`src/rtl/pfifo_pkg.sv`:
```
package pfifo_pkg;

  // A handshake completes when both sides agree in the same cycle.
  function automatic logic hs_fire(input logic valid, input logic ready);
    return valid & ready;
  endfunction

  // The slot can take a word when empty or when it drains this cycle.
  function automatic logic slot_open(input logic occupied, input logic drain_req);
    return !occupied || drain_req;
  endfunction

  // Occupancy after the edge: a load fills it, a drain without load empties it.
  function automatic logic occ_next(input logic occupied, input logic load,
                                    input logic drain);
    return load || (occupied && !drain);
  endfunction

endpackage

```
`src/rtl/pfifo_ctrl.sv`:
```
module pfifo_ctrl
  import pfifo_pkg::*;
(
  input  logic clk,
  input  logic rst_n,
  input  logic enq_valid,
  input  logic deq_ready,
  output logic enq_ready,
  output logic deq_valid,
  output logic load_evt,
  output logic drain_evt
);

  logic occ_q;

  assign deq_valid = occ_q;
  assign drain_evt = hs_fire(occ_q, deq_ready);
  assign enq_ready = slot_open(occ_q, deq_ready);
  assign load_evt  = hs_fire(enq_valid, enq_ready);

  always_ff @(posedge clk) begin
    if (!rst_n) occ_q <= 1'b0;
    else        occ_q <= occ_next(occ_q, load_evt, drain_evt);
  end


  drain_empties_chk: assert property (@(posedge clk) disable iff (!rst_n)
    (drain_evt && !load_evt) |=> !deq_valid);


  swap_stays_full_chk: assert property (@(posedge clk) disable iff (!rst_n)
    (drain_evt && load_evt) |=> deq_valid);

endmodule

```
`src/rtl/pfifo_store.sv`:
```
module pfifo_store #(
  parameter int WIDTH = 16
) (
  input  logic             clk,
  input  logic             rst_n,
  input  logic             load,
  input  logic [WIDTH-1:0] din,
  output logic [WIDTH-1:0] dout
);

  logic [WIDTH-1:0] word_q;

  always_ff @(posedge clk) begin
    if (!rst_n)    word_q <= '0;
    else if (load) word_q <= din;
  end

  assign dout = word_q;


  hold_without_load_chk: assert property (@(posedge clk) disable iff (!rst_n)
    !load |=> $stable(dout));

endmodule

```
`src/rtl/pipe_fifo1.sv`:
```
module pipe_fifo1 #(
  parameter int WIDTH = 16
) (
  input  logic             clk,
  input  logic             rst_n,
  input  logic             enq_valid,
  output logic             enq_ready,
  input  logic [WIDTH-1:0] enq_data,
  output logic             deq_valid,
  input  logic             deq_ready,
  output logic [WIDTH-1:0] deq_data
);

  logic load_evt;
  logic drain_evt;

  pfifo_ctrl u_ctrl (
    .clk       (clk),
    .rst_n     (rst_n),
    .enq_valid (enq_valid),
    .deq_ready (deq_ready),
    .enq_ready (enq_ready),
    .deq_valid (deq_valid),
    .load_evt  (load_evt),
    .drain_evt (drain_evt)
  );

  pfifo_store #(.WIDTH(WIDTH)) u_store (
    .clk   (clk),
    .rst_n (rst_n),
    .load  (load_evt),
    .din   (enq_data),
    .dout  (deq_data)
  );


  load_lands_chk: assert property (@(posedge clk) disable iff (!rst_n)
    load_evt |=> (deq_valid && deq_data == $past(enq_data)));


  stall_holds_chk: assert property (@(posedge clk) disable iff (!rst_n)
    (deq_valid && !deq_ready) |=> (deq_valid && $stable(deq_data)));


  stall_blocks_enq_chk: assert property (@(posedge clk) disable iff (!rst_n)
    (deq_valid && !deq_ready) |-> !enq_ready);

endmodule

```
`config.mk`:
```
export PLATFORM = sky130hd
export DESIGN_NAME = pipe_fifo1
export DESIGN_NICKNAME = d
export VERILOG_FILES = /design/src/rtl/pfifo_pkg.sv /design/src/rtl/pfifo_ctrl.sv /design/src/rtl/pfifo_store.sv /design/src/rtl/pipe_fifo1.sv
export SDC_FILE = /design/constraint.sdc
export NUM_CORES = 1
export LEC_CHECK = 0
export BUFFER_PORTS_ARGS = -buffer_cell sky130_fd_sc_hd__buf_2
export CORE_UTILIZATION = 35
export CTS_CLUSTER_DIAMETER = 150
export DETAILED_ROUTE_END_ITERATION = 16
export PLACE_DENSITY = 0.72
export SYNTH_ARGS = -nofsm -noshare
export SYNTH_HDL_FRONTEND = slang
export SYNTH_SLANG_ARGS = --single-unit
```
`constraint.sdc`:
```
create_clock -name clk -period 1.4 [get_ports clk]
set_input_delay 0.14 -clock clk [delete_from_list [all_inputs] [get_ports clk]]
set_output_delay 0.14 -clock clk [all_outputs]
set_load 0.03 [all_outputs]
```
== After elaboration in Yosys (flattened, before gate mapping) ==
Index checks and enable logic that the tools add are counted.

* RAM bits: 0
* ROM bits: 0
* Input port bits: 20
* Bits in latches: 0
* Bits in registers: 17
* Output and inout bits: 18
* Word-level logic and storage cells: 9
* Memories kept: 0

* Bitwise gates (word level): 2
* $add $sub $neg: 0
* Equality and inequality tests: 0
* $lt $le $gt $ge: 0
* Div/mod/pow operators: 0
* Muxes and demuxes: 0
* Multiply operators: 0
* Shift-type cells: 0
* Reduce and logical (&&, ||, !) cells: 5

{| class="wikitable"
|+ Operators with widths
! kind !! number
|-
| AND 1 bit || 2
|-
| zero test 1 bit || 2
|-
| logical OR 1 bit || 2
|-
| logical AND 1 bit || 1
|}

== Longest topological paths before layout ==
Gate-level depths: netlist of the first run.

* Word-level depth: 4
* Gate-level depth with buffers: 5
* Gate-level depth less buffers: 3

== Hierarchy ==
Synthesis of the first run repeated with hierarchy kept, for this count alone.

* Cell total of the unflattened synthesis: 57
* Area total of the unflattened synthesis: 680.7 um^2

{| class="wikitable"
|+ By module, submodules not included
! module !! instances !! cells each !! area an instance (um^2) !! sequential area each (um^2)
|-
| pfifo_store || 1 || 51 || 615.6 || 320.3
|-
| pfifo_ctrl || 1 || 6 || 65.1 || 20.0
|}

== Worst setup path before layout of the first run ==
Ideal clock, no wire load.

* Kind: register to register
* Start point: register u_ctrl.occ_q, in the netlist u_ctrl.deq_valid
* End point: register u_store.word_q[0], in the netlist u_store.dout[0]
* Slack: 0.052 ns
* Library setup time: 0.118 ns
* Path buffers: 2
* Period minus slack after synthesis: 1.348 ns
* Arrival: 1.230 ns
* Cell stages (with the launch flop): 6
* Data required time: 1.282 ns
* Cell sequence: dfxtp_1 nand2b_4 and2_4 buf_6 buf_12 mux2i_1

* Cells in the longest elaborated chain, start to end: 3

{| class="wikitable"
|+ Ends and longest elaborated chain
! item !! RTL line !! text
|-
| start: declaration || pfifo_ctrl.sv:14 || <nowiki>logic occ_q;</nowiki>
|-
| start signal: assignment || pfifo_ctrl.sv:23 || <nowiki>else occ_q <= occ_next(occ_q, load_evt, drain_evt);</nowiki>
|-
| zero test 1 bit || pfifo_pkg.sv:10 || <nowiki>return !occupied || drain_req;</nowiki>
|-
| logical OR 1 bit || pfifo_pkg.sv:10 ||
|-
| via enq_ready || pipe_fifo1.sv:7 || <nowiki>output logic enq_ready,</nowiki>
|-
| AND 1 bit || pfifo_pkg.sv:5 || <nowiki>return valid & ready;</nowiki>
|-
| end signal: assignment || pfifo_store.sv:15 || <nowiki>else if (load) word_q <= din;</nowiki>
|-
| end: declaration || pfifo_store.sv:11 || <nowiki>logic [WIDTH-1:0] word_q;</nowiki>
|}

The timed path passes the listed nets, and every way through them passes these cells.
A chain may end at the register's enable or synchronous reset.

== Worst setup path after layout of the first run ==
* Start point: register u_ctrl.occ_q, in the netlist u_ctrl.deq_valid
* End point: register u_store.word_q[9], in the netlist u_store.dout[9]

* Cells in the longest elaborated chain, start to end: 3

{| class="wikitable"
|+ Ends and longest elaborated chain
! item !! RTL line
|-
| zero test 1 bit || pfifo_pkg.sv:10
|-
| logical OR 1 bit || pfifo_pkg.sv:10
|-
| AND 1 bit || pfifo_pkg.sv:5
|}

No other way between the ends.

==> results.tsv, run 1 <==
stage	metric	value	unit
pwr	PD cells	1100	mW/mm²
worst_setup_path	critical path class	flip-flop to flip-flop	
hold_path	HP Class	input port to flip-flop	
drt	mean number of vias per cell	4.33	
pwr	power share of the combinational group	20.7	%
timing	Tmin final	1.04	ns
floorplan	die area	0.00219	mm²
drt	1st-pass router iterations	4	
yosys	EDFF count, synth	0	
drt	wirelength, routed	1.33	mm
final_layout	multi-input logic area	310	µm²
clock_network	post-CTS sizing	0	
drt	via count	584	
pwr	Net Sw Power	0.281	mW
clock_network	Clock Tree Root	clkbuf_4	
worst_setup_path	R2R Path End	u_store.dout[9]	
yosys	Avg Cell Area, Syn	9.38	µm²
worst_setup_path	worst-path cell chain	nand2b_4, and2_4, mux2i_1	
clock_network	worst skew pair latency	0.28	ns
floorplan	I/O pin total	38	
worst_setup_path	R2R Setup Slk	0.36	ns
drt	DR WL/cell	9.83	µm
yosys	synthesized net count	95	
hold_path	worst min-delay path startpoint	enq_data[1]	
worst_setup_path	Critical Path Max Stage Delay	0.34	ns
final_layout	final core occ	49.8	%
yosys	Post-synth top cells	32 x nand2_1, 17 x dfxtp_1, 16 x mux2i_1, 2 x buf_2, 2 x clkbuf_1	
worst_setup_path	Crit Path Max Fanout	16	
clock_network	Num CTS Buffers	3	
timing	clk_skew	0.00257	ns
pwr	VDD IR max	592	µV
clock_network	CTS tree	yes	
yosys	number of register bits inferred by synthesis	17	
yosys	Synth Cell Area	703	µm²
worst_setup_path	Crit. End Element	flip-flop	
timing	RSZ-0062 raised after global routing	no	
clock_network	H-tree depth	1	
clock_network	total setup buffers inserted after CTS	0	
pwr	Lkg Pwr	0.476	nW
clock_network	Worst-path clk slew	0.09	ns
worst_setup_path	WP data required	1.61	ns
floorplan	Die X	46.8	µm
pwr	switch share	28.6	%
placed_design	Post-DP HPWL	1.02	mm
yosys	unique cell type count in the Yosys netlist	11	
final_layout	Sequential Area	340	µm²
timing	Worst Tran Pin Value	0.481	ns
yosys	most frequent cell after synthesis	nand2_1	
floorplan	FP Rows	15	
global_routing	largest net degree at the start of global routing	34	
timing	Final Setup Violations	0	
placed_design	GPL Wtd Cong	0.684	
worst_setup_path	arrival time worst endpoint	1.25	ns
pwr	clock power share	25.2	%
clock_network	Hold Buf Count CTS	0	
clock_network	clk buf depth	2	
clock_network	clock sink count	17	
drt	DRC errors left	0	
final_layout	layout cells sized above 1	38.2	%
worst_setup_path	Worst Reg2Reg Path Length in Cells	3	
yosys	post-synth top area cell	dfxtp_1	
yosys	synth top area cells	dfxtp_1 48%, mux2i_1 23%, nand2_1 17%	
pwr	Reg power frac	54.1	%
global_routing	number of global-route vias before repair	523	
floorplan	core area	0.00180	mm²
hold_path	Hold Path Sink	u_store.dout[1]	
hold_path	hold depth	3	
placed_design	IO buf count	37	
global_routing	All-Layer GR Usage	13.8	%
worst_setup_path	CP max-delay cell	dfxtp_1	
pwr	internal power	0.701	mW
drt	post-route ant nets	0	
worst_setup_path	Setup crit start kind	flip-flop	
yosys	Seq/Total Area, Yosys	48.4	%
yosys	ys flop type	dfxtp_1	
timing	max frequency	964	MHz
drt	initial DRC count	5	
final_layout	Area Growth Syn to Fin	27.6	%
yosys	Ys Warns	0	
global_routing	global-route wire length before repair	2.10	mm
outcome	status	finished clean	
timing	Hold Vio Cnt, Final	0	
final_layout	diodes inserted	0	
floorplan	Initial Utilization	39.0	%
yosys	area share of the largest cell type after synthesis	48.4	%
worst_setup_path	WP buf/inv	0	
floorplan	Chip Height	46.8	µm
timing	normalized max-slew margin	67.9	%
worst_setup_path	delay-heaviest family, CP	simple AND/OR/NAND/NOR gates	
global_routing	total grt overflow	0	
timing	Tcrit/Tclk final	74.1	%
worst_setup_path	reg-to-reg critical path startpoint	u_ctrl.deq_valid	
global_routing	antenna violations before repair	0	
final_layout	# fillers	189	
yosys	post-synthesis cell count	75	
timing	Pins Over Slew Limit	0	
yosys	Post-synth ARST share	0	%
timing	total negative setup slack	0	ns
final_layout	Layout Nets	131	
flow_run	MaxCap Viol Count	0	
[power by group through the flow]
stage	combinational, mW	clock, mW	sequential (mW)
final	0.203	0.247	0.532
after global routing	0.221	0.279	0.536
after CTS	0.206	0.262	0.532
after detailed placement	0.206	0	0.543
after global placement	0.201	0	0.542
after floorplan	0.0881	0	0.606
[flip-flops by register name (all words and copies together) (netlist names)]
name	count
u_ctrl.deq_valid	1
u_store.dout	16
[logic make-up (layout without fill, tap and decap cells)]
kind of cell | count (synthesis) | in the layout | synth area share (%)
buf+inv | 7 | 42 | 7.47
compound gates | 1 | 1 | 1.07
mux | 16 | 16 | 22.8
flops | 17 | 17 | 48.4
simple gates | 34 | 34 | 20.3
[per-stage QoR]
stage	setup slack [ns]	cells	total power, mW	hold slack, ns	area, µm²
floorplan	0.0516	75	0.695	0.279	703
global placement	0.427	131	0.744	0.391	871
detailed placement	0.375	131	0.749	0.397	871
CTS	0.351	135	1.00	0.0854	897
global route	0.274	135	1.04	0.0936	897
finish	0.363	135	0.982	0.0994	897
[worst max-delay path by stage]
stage          slack [ns]  depth (start not counted)              from                to
2_1_floorplan        0.05                          5  u_ctrl.deq_valid   u_store.dout[0]
3_3_place_gp         0.43                          3  u_ctrl.deq_valid   u_store.dout[6]
3_5_place_dp         0.38                          3  u_ctrl.deq_valid   u_store.dout[9]
4_1_cts              0.35                          2  u_ctrl.deq_valid         enq_ready
5_1_grt              0.27                          3  u_ctrl.deq_valid  u_store.dout[11]
6_report             0.36                          3  u_ctrl.deq_valid   u_store.dout[9]
[worst min-delay path: stages]
cell and delay [ns]:
buf_2 0.09, nand2_1 0.05, mux2i_1 0.06
[final cells by class]
cell class | instances | share of cell area (%)
sequential | 17 | 37.9
inverter | 1 | 0.418
multi-input combinational | 51 | 34.6
tap | 25 | 3.49
clock buffer | 4 | 2.93
timing repair buffer | 37 | 20.6
[placed cells by master (no fill, tap or decap), drive strengths merged]
cell type,instances
a21boi,1
and2,1
buf,37
clkbuf,4
dfxtp,17
inv,1
mux2i,16
nand2,32
nand2b,1
[metal layers]
| layer | wire (µm) | vias to the layer above | global-route usage, % |
|---|---|---|---|
| met5 | 0 | - | 0 |
| met4 | 19 | 0 | 9.71 |
| met3 | 50 | 2 | 2.31 |
| met2 | 732 | 13 | 23.6 |
| met1 | 524 | 263 | 15.4 |
| li1 | - | 306 | - |
Power figures use the tool's default switching activity.
==> run 2, diff against run 1 <==
clock period = 1 ns   (was 1.4 ns; I/O delays follow)
==> run 2 against run 1 <==
Non-clock buffer count up 6. Critical path depth grew 1. Clock power is 42% higher. Register-to-register slack lost 0.36 ns. Flip-flop and latch count unchanged. Setup slack got worse by 0.36 ns. Via count up 1.7%. Wire length rose by 9.7%. Cell area grew 9.6%. Total power is 45% higher. Die area is the same.
==> results.tsv, run 2 (synthesis results as in run 1) <==
stage	metric	value	unit	change
pwr	PD cells	1450	mW/mm²	+32%
final_layout	Layout Nets	137		+4.6%
timing	total negative setup slack	0	ns	unchanged
timing	clk_skew	0.00248	ns	-0.0000862 ns
floorplan	Die X	46.8	µm	unchanged
timing	Tmin final	0.999	ns	-0.0378 ns
final_layout	final core occ	54.6	%	+4.8 points
drt	wirelength, routed	1.46	mm	+9.7%
drt	mean number of vias per cell	4.21		-2.6%
drt	via count	594		+1.7%
placed_design	GPL Wtd Cong	0.713		+4.2%
worst_setup_path	Crit. End Element	flip-flop		
floorplan	die area	0.00219	mm²	unchanged
pwr	Lkg Pwr	0.519	nW	+9.1%
worst_setup_path	Crit Path Max Fanout	6		-10
clock_network	clock sink count	17		unchanged
clock_network	CTS tree	yes		
worst_setup_path	Setup crit start kind	flip-flop		
clock_network	Worst-path clk slew	0.09	ns	about the same
global_routing	All-Layer GR Usage	13.1	%	-0.66 points
pwr	total power	1.43	mW	+45%
timing	Hold Vio Cnt, Final	0		unchanged
final_layout	diodes inserted	0		unchanged
hold_path	worst min-delay path startpoint	enq_data[4]		
worst_setup_path	Critical Path Source	u_ctrl.deq_valid		
final_layout	most frequent cells in the layout	37 x buf_2, 32 x nand2_1, 16 x mux2i_1, 16 x dfxtp_1		
global_routing	largest net degree at the start of global routing	34		unchanged
worst_setup_path	critical path class	flip-flop to flip-flop		
clock_network	Num CTS Buffers	3		unchanged
worst_setup_path	reg-to-reg critical path startpoint	u_ctrl.deq_valid		
timing	Tcrit/Tclk final	99.9	%	+26 points
worst_setup_path	arrival time worst endpoint	1.21	ns	-0.04 ns
timing	Pins Over Slew Limit	0		unchanged
global_routing	number of global-route vias before repair	517		-1.1%
drt	initial DRC count	4		-1
clock_network	H-tree depth	1		unchanged
final_layout	Area Growth Syn to Fin	39.9	%	
timing	normalized max-slew margin	89.4	%	+22 points
placed_design	Post-DP HPWL	988	µm	-3.5%
worst_setup_path	WP data required	1.21	ns	-0.40 ns
final_layout	max reg flops	16		unchanged
drt	1st-pass router iterations	2		-2
clock_network	clk buf depth	2		unchanged
clock_network	Hold Buf Count CTS	0		unchanged
outcome	status	finished clean		
timing	Final Setup Violations	0		unchanged
placed_design	IO buf count	37		unchanged
floorplan	I/O pin total	38		unchanged
timing	Worst Tran Pin Value	0.154	ns	-0.327 ns
floorplan	Chip Height	46.8	µm	unchanged
floorplan	FP Rows	15		unchanged
clock_network	worst skew pair latency	0.28	ns	about the same
global_routing	antenna violations before repair	0		unchanged
timing	max frequency	1000	MHz	+3.8%
drt	DRC errors left	0		unchanged
final_layout	layout cells sized above 1	42.2	%	+4.1 points
floorplan	core area	0.00180	mm²	unchanged
global_routing	global-route wire length before repair	2.02	mm	-3.6%
timing	RSZ-0062 raised after global routing	yes		
final_layout	commonest non-fill, non-tap cell in the layout	buf_2		
flow_run	MaxCap Viol Count	0		unchanged
floorplan	Initial Utilization	39.0	%	unchanged
drt	post-route ant nets	0		unchanged
global_routing	total grt overflow	0		unchanged
clock_network	Clock Tree Root	clkbuf_4		
pwr	VDD IR max	680	µV	+15%
drt	DR WL/cell	10.3	µm	+5.1%
hold_path	HP Class	input port to flip-flop		
[run 2: per-layer routing]
layer  vias up  global-route usage [%]  wire length (µm)
met5         -                       0                 0
met4         0                    8.57                19
met3         2                    1.15                53
met2        12                    21.4               757
met1       258                    16.5               625
li1        322                       -                 -
[run 2: final cells by class]
class / count / area (µm²)
Fill cell: 188 / 818
Inverter: 1 / 3.75
Clock buffer: 4 / 26.3
Sequential cell: 17 / 344
Tap cell: 25 / 31.3
Multi-Input combinational cell: 51 / 310
Timing Repair Buffer: 43 / 268
[run 2: repair_timing]
item,4_1_cts,5_1_grt
endpoints found under the hold margin,0,0
endpoints found under the setup margin,16,15
buffers inserted,4,1
gates resized for setup,0,0
[run 2: path summary, 6_finish.rpt]
kind / end / slack [ns] / cells past startpoint
min: u_store.dout[4] / 0.06 / 3
min reg2reg: u_store.dout[4] / 0.46 / 2
max: u_store.dout[7] / 0.0007 / 4
max reg2reg: u_store.dout[7] / 0.0007 / 4
[run 2: metrics by stage]
step / instances / instance area (µm²) / hold WS [ns] / worst slack [ns]
after floorplan: 75 / 707 / 0.228 / -0.144
after global placement: 132 / 895 / 0.347 / 0.0203
after detailed placement: 132 / 895 / 0.355 / -0.0306
after CTS: 140 / 976 / 0.0517 / -0.0118
after global routing: 141 / 983 / 0.0523 / -0.0607
final: 141 / 983 / 0.0585 / 0.000656
[run 2: worst max-delay path: stages (launching register included)]
cell      delay [ns]
dfxtp_4         0.36
nand2b_4        0.06
and2_4          0.20
buf_4           0.13
mux2i_1         0.18
[run 2: power breakdown]
group / leakage, nW / internal [mW] / switching, mW
Clock: 0.0150 / 0.154 / 0.196
Combinational: 0.363 / 0.143 / 0.190
Sequential: 0.141 / 0.721 / 0.0220
Total: 0.519 / 1.02 / 0.409
==> run 3, diff against run 2 <==
CELL_PAD_IN_SITES_DETAIL_PLACEMENT = 0   (was unset)
CELL_PAD_IN_SITES_GLOBAL_PLACEMENT = 2   (was unset)
CORE_UTILIZATION = 23   (was 35)
==> run 3 against run 2 <==
The flow now finishes with violations (design-rule violations). Total power fell by 0.73%. Setup slack better by 0.032 ns. Final cell count up 2.1%. Clock power about the same. Flip-flop and latch count did not move. Utilization is 20 points lower. Critical path depth stayed put. Worst hold slack got worse by 0.0071 ns. Critical endpoint is now u_store.dout[1]. Largest cell class unchanged. Largest power group unchanged.
==> results.tsv, run 3 (synthesis results as in run 1) <==
stage	metric	value	unit	change
pwr	Reg power frac	52.5	%	+0.4 points
floorplan	core area	0.00283	mm²	+57%
timing	Hold Vio Cnt, Final	0		unchanged
timing	Final Setup Violations	0		unchanged
timing	normalized max-slew margin	91.8	%	+2.4 points
clock_network	Clock Tree Root	clkbuf_4		
timing	clk_skew	0.00265	ns	+0.000168 ns
global_routing	All-Layer GR Usage	9.71	%	-3.4 points
pwr	Lkg Pwr	0.506	nW	-2.5%
floorplan	Chip Height	57.3	µm	+22%
clock_network	clock sink count	17		unchanged
final_layout	max reg flops	16		unchanged
floorplan	Die X	57.3	µm	+22%
final_layout	Area Growth Syn to Fin	38.1	%	
worst_setup_path	Crit Path Max Fanout	8		+2
timing	Hold Slack	0.0514	ns	-0.00714 ns
final_layout	diodes inserted	0		unchanged
drt	DR WL/cell	10.2	µm	-1.0%
timing	Tmin final	0.967	ns	-0.0322 ns
clock_network	Num CTS Buffers	3		unchanged
outcome	status	finished, violations left		
timing	max frequency	1030	MHz	+3.3%
drt	1st-pass router iterations	9		+7
drt	post-route ant nets	0		unchanged
final_layout	Layout Nets	134		-2.2%
floorplan	FP Rows	19		+4
floorplan	die area	0.00328	mm²	+50%
timing	RSZ-0062 raised after global routing	yes		
pwr	total power	1.42	mW	-0.73%
timing	Tcrit/Tclk final	96.7	%	-3.2 points
drt	wirelength, routed	1.47	mm	+1.1%
drt	initial DRC count	8		+4
clock_network	clk buf depth	2		unchanged
timing	total negative setup slack	0	ns	unchanged
global_routing	largest net degree at the start of global routing	34		unchanged
global_routing	number of global-route vias before repair	538		+4.1%
drt	mean number of vias per cell	4.10		-2.6%
clock_network	worst skew pair latency	0.28	ns	about the same
worst_setup_path	Crit. End Element	flip-flop		
pwr	Net Sw Power	0.406	mW	-0.68%
pwr	switch share	28.7	%	about the same
floorplan	I/O pin total	38		unchanged
timing	Pins Over Slew Limit	0		unchanged
final_layout	Sequential Area	344	µm²	unchanged
final_layout	layout cells sized above 1	40.7	%	-1.5 points
hold_path	HP Class	input port to flip-flop		
placed_design	IO buf count	37		unchanged
placed_design	Post-DP HPWL	1.07	mm	+7.9%
clock_network	CTS tree	yes		
global_routing	total grt overflow	0		unchanged
floorplan	Initial Utilization	24.9	%	-14 points
final_layout	most frequent cells in the layout	36 x buf_2, 32 x nand2_1, 16 x mux2i_1, 16 x dfxtp_1		
flow_run	MaxCap Viol Count	0		unchanged
pwr	clock power share	24.8	%	+0.2 points
final_layout	multi-input logic area	310	µm²	unchanged
worst_setup_path	critical path class	flip-flop to flip-flop		
final_layout	commonest non-fill, non-tap cell in the layout	buf_2		
worst_setup_path	arrival time worst endpoint	1.18	ns	-0.03 ns
global_routing	global-route wire length before repair	2.32	mm	+15%
worst_setup_path	Setup crit start kind	flip-flop		
final_layout	final core occ	34.3	%	-20 points
clock_network	Hold Buf Count CTS	0		unchanged
pwr	power share of the combinational group	22.6	%	-0.7 points
placed_design	GPL Wtd Cong	0.628		-12%
global_routing	antenna violations before repair	0		unchanged
pwr	VDD IR max	659	µV	-3.1%
drt	DRC errors left	4		+4
pwr	internal power	1.01	mW	-0.75%
outcome	failing checks	design-rule violations		
clock_network	H-tree depth	1		unchanged
worst_setup_path	WP data required	1.21	ns	about the same
clock_network	Worst-path clk slew	0.09	ns	about the same
pwr	PD cells	1460	mW/mm²	+0.55%
drt	via count	591		-0.51%
final_layout	# fillers	306		+63%
timing	Worst Tran Pin Value	0.119	ns	-0.0349 ns
[run 3: repair_timing]
| item | 4_1_cts | 5_1_grt |
|---|---|---|
| endpoints found under the hold margin | 0 | 0 |
| endpoints found under the setup margin | 17 | 6 |
| gates resized for setup | 1 | 0 |
| buffers inserted | 2 | 0 |
[run 3: path summary, 6_finish.rpt]
kind	from	endpoint	slack [ns]	depth (start not counted)
hold reg to reg	u_store.dout[7]	u_store.dout[7]	0.45	2
setup / recovery	u_ctrl.deq_valid	u_store.dout[1]	0.03	4
setup reg to reg	u_ctrl.deq_valid	u_store.dout[1]	0.03	4
hold / removal	enq_data[0]	u_store.dout[0]	0.05	3
[run 3: layout make-up]
cell class | count | area share (%)
inverters | 1 | 0.387
flip-flops and latches | 17 | 35.4
clock buffers | 4 | 2.71
well taps | 31 | 3.99
multi-input cells | 51 | 32.0
repair buffers | 40 | 25.5
[run 3: through the flow]
stage               cells  cell area [µm²]  setup WS, ns
floorplan              75              707        -0.144
global placement      138              902        0.0150
detailed placement    138              902       -0.0260
CTS                   144              971        0.0176
global route          144              971      -0.00992
finish                144              971        0.0328
[run 3: worst max-delay path, stage by stage (launching register included)]
cell and delay, ns:
dfxtp_4 0.36, nand2b_4 0.06, and2_4 0.16, buf_12 0.13
mux2i_1 0.18
[run 3: power groups by stage]
stage | Clock [mW] | Sequential [mW] | Combinational, mW
final | 0.352 | 0.744 | 0.320
after global routing | 0.414 | 0.751 | 0.344
after CTS | 0.372 | 0.746 | 0.326
after detailed placement | 0 | 0.761 | 0.300
after global placement | 0 | 0.759 | 0.297
after floorplan | 0 | 0.848 | 0.123
[run 3: per-layer routing]
layer  GRT usage, %  wire length, µm  vias up
li1               -                -      313
met4           6.27               34        0
met2           16.3              789       10
met5              0                0        -
met1           9.66              589      266
met3           4.54               59        2
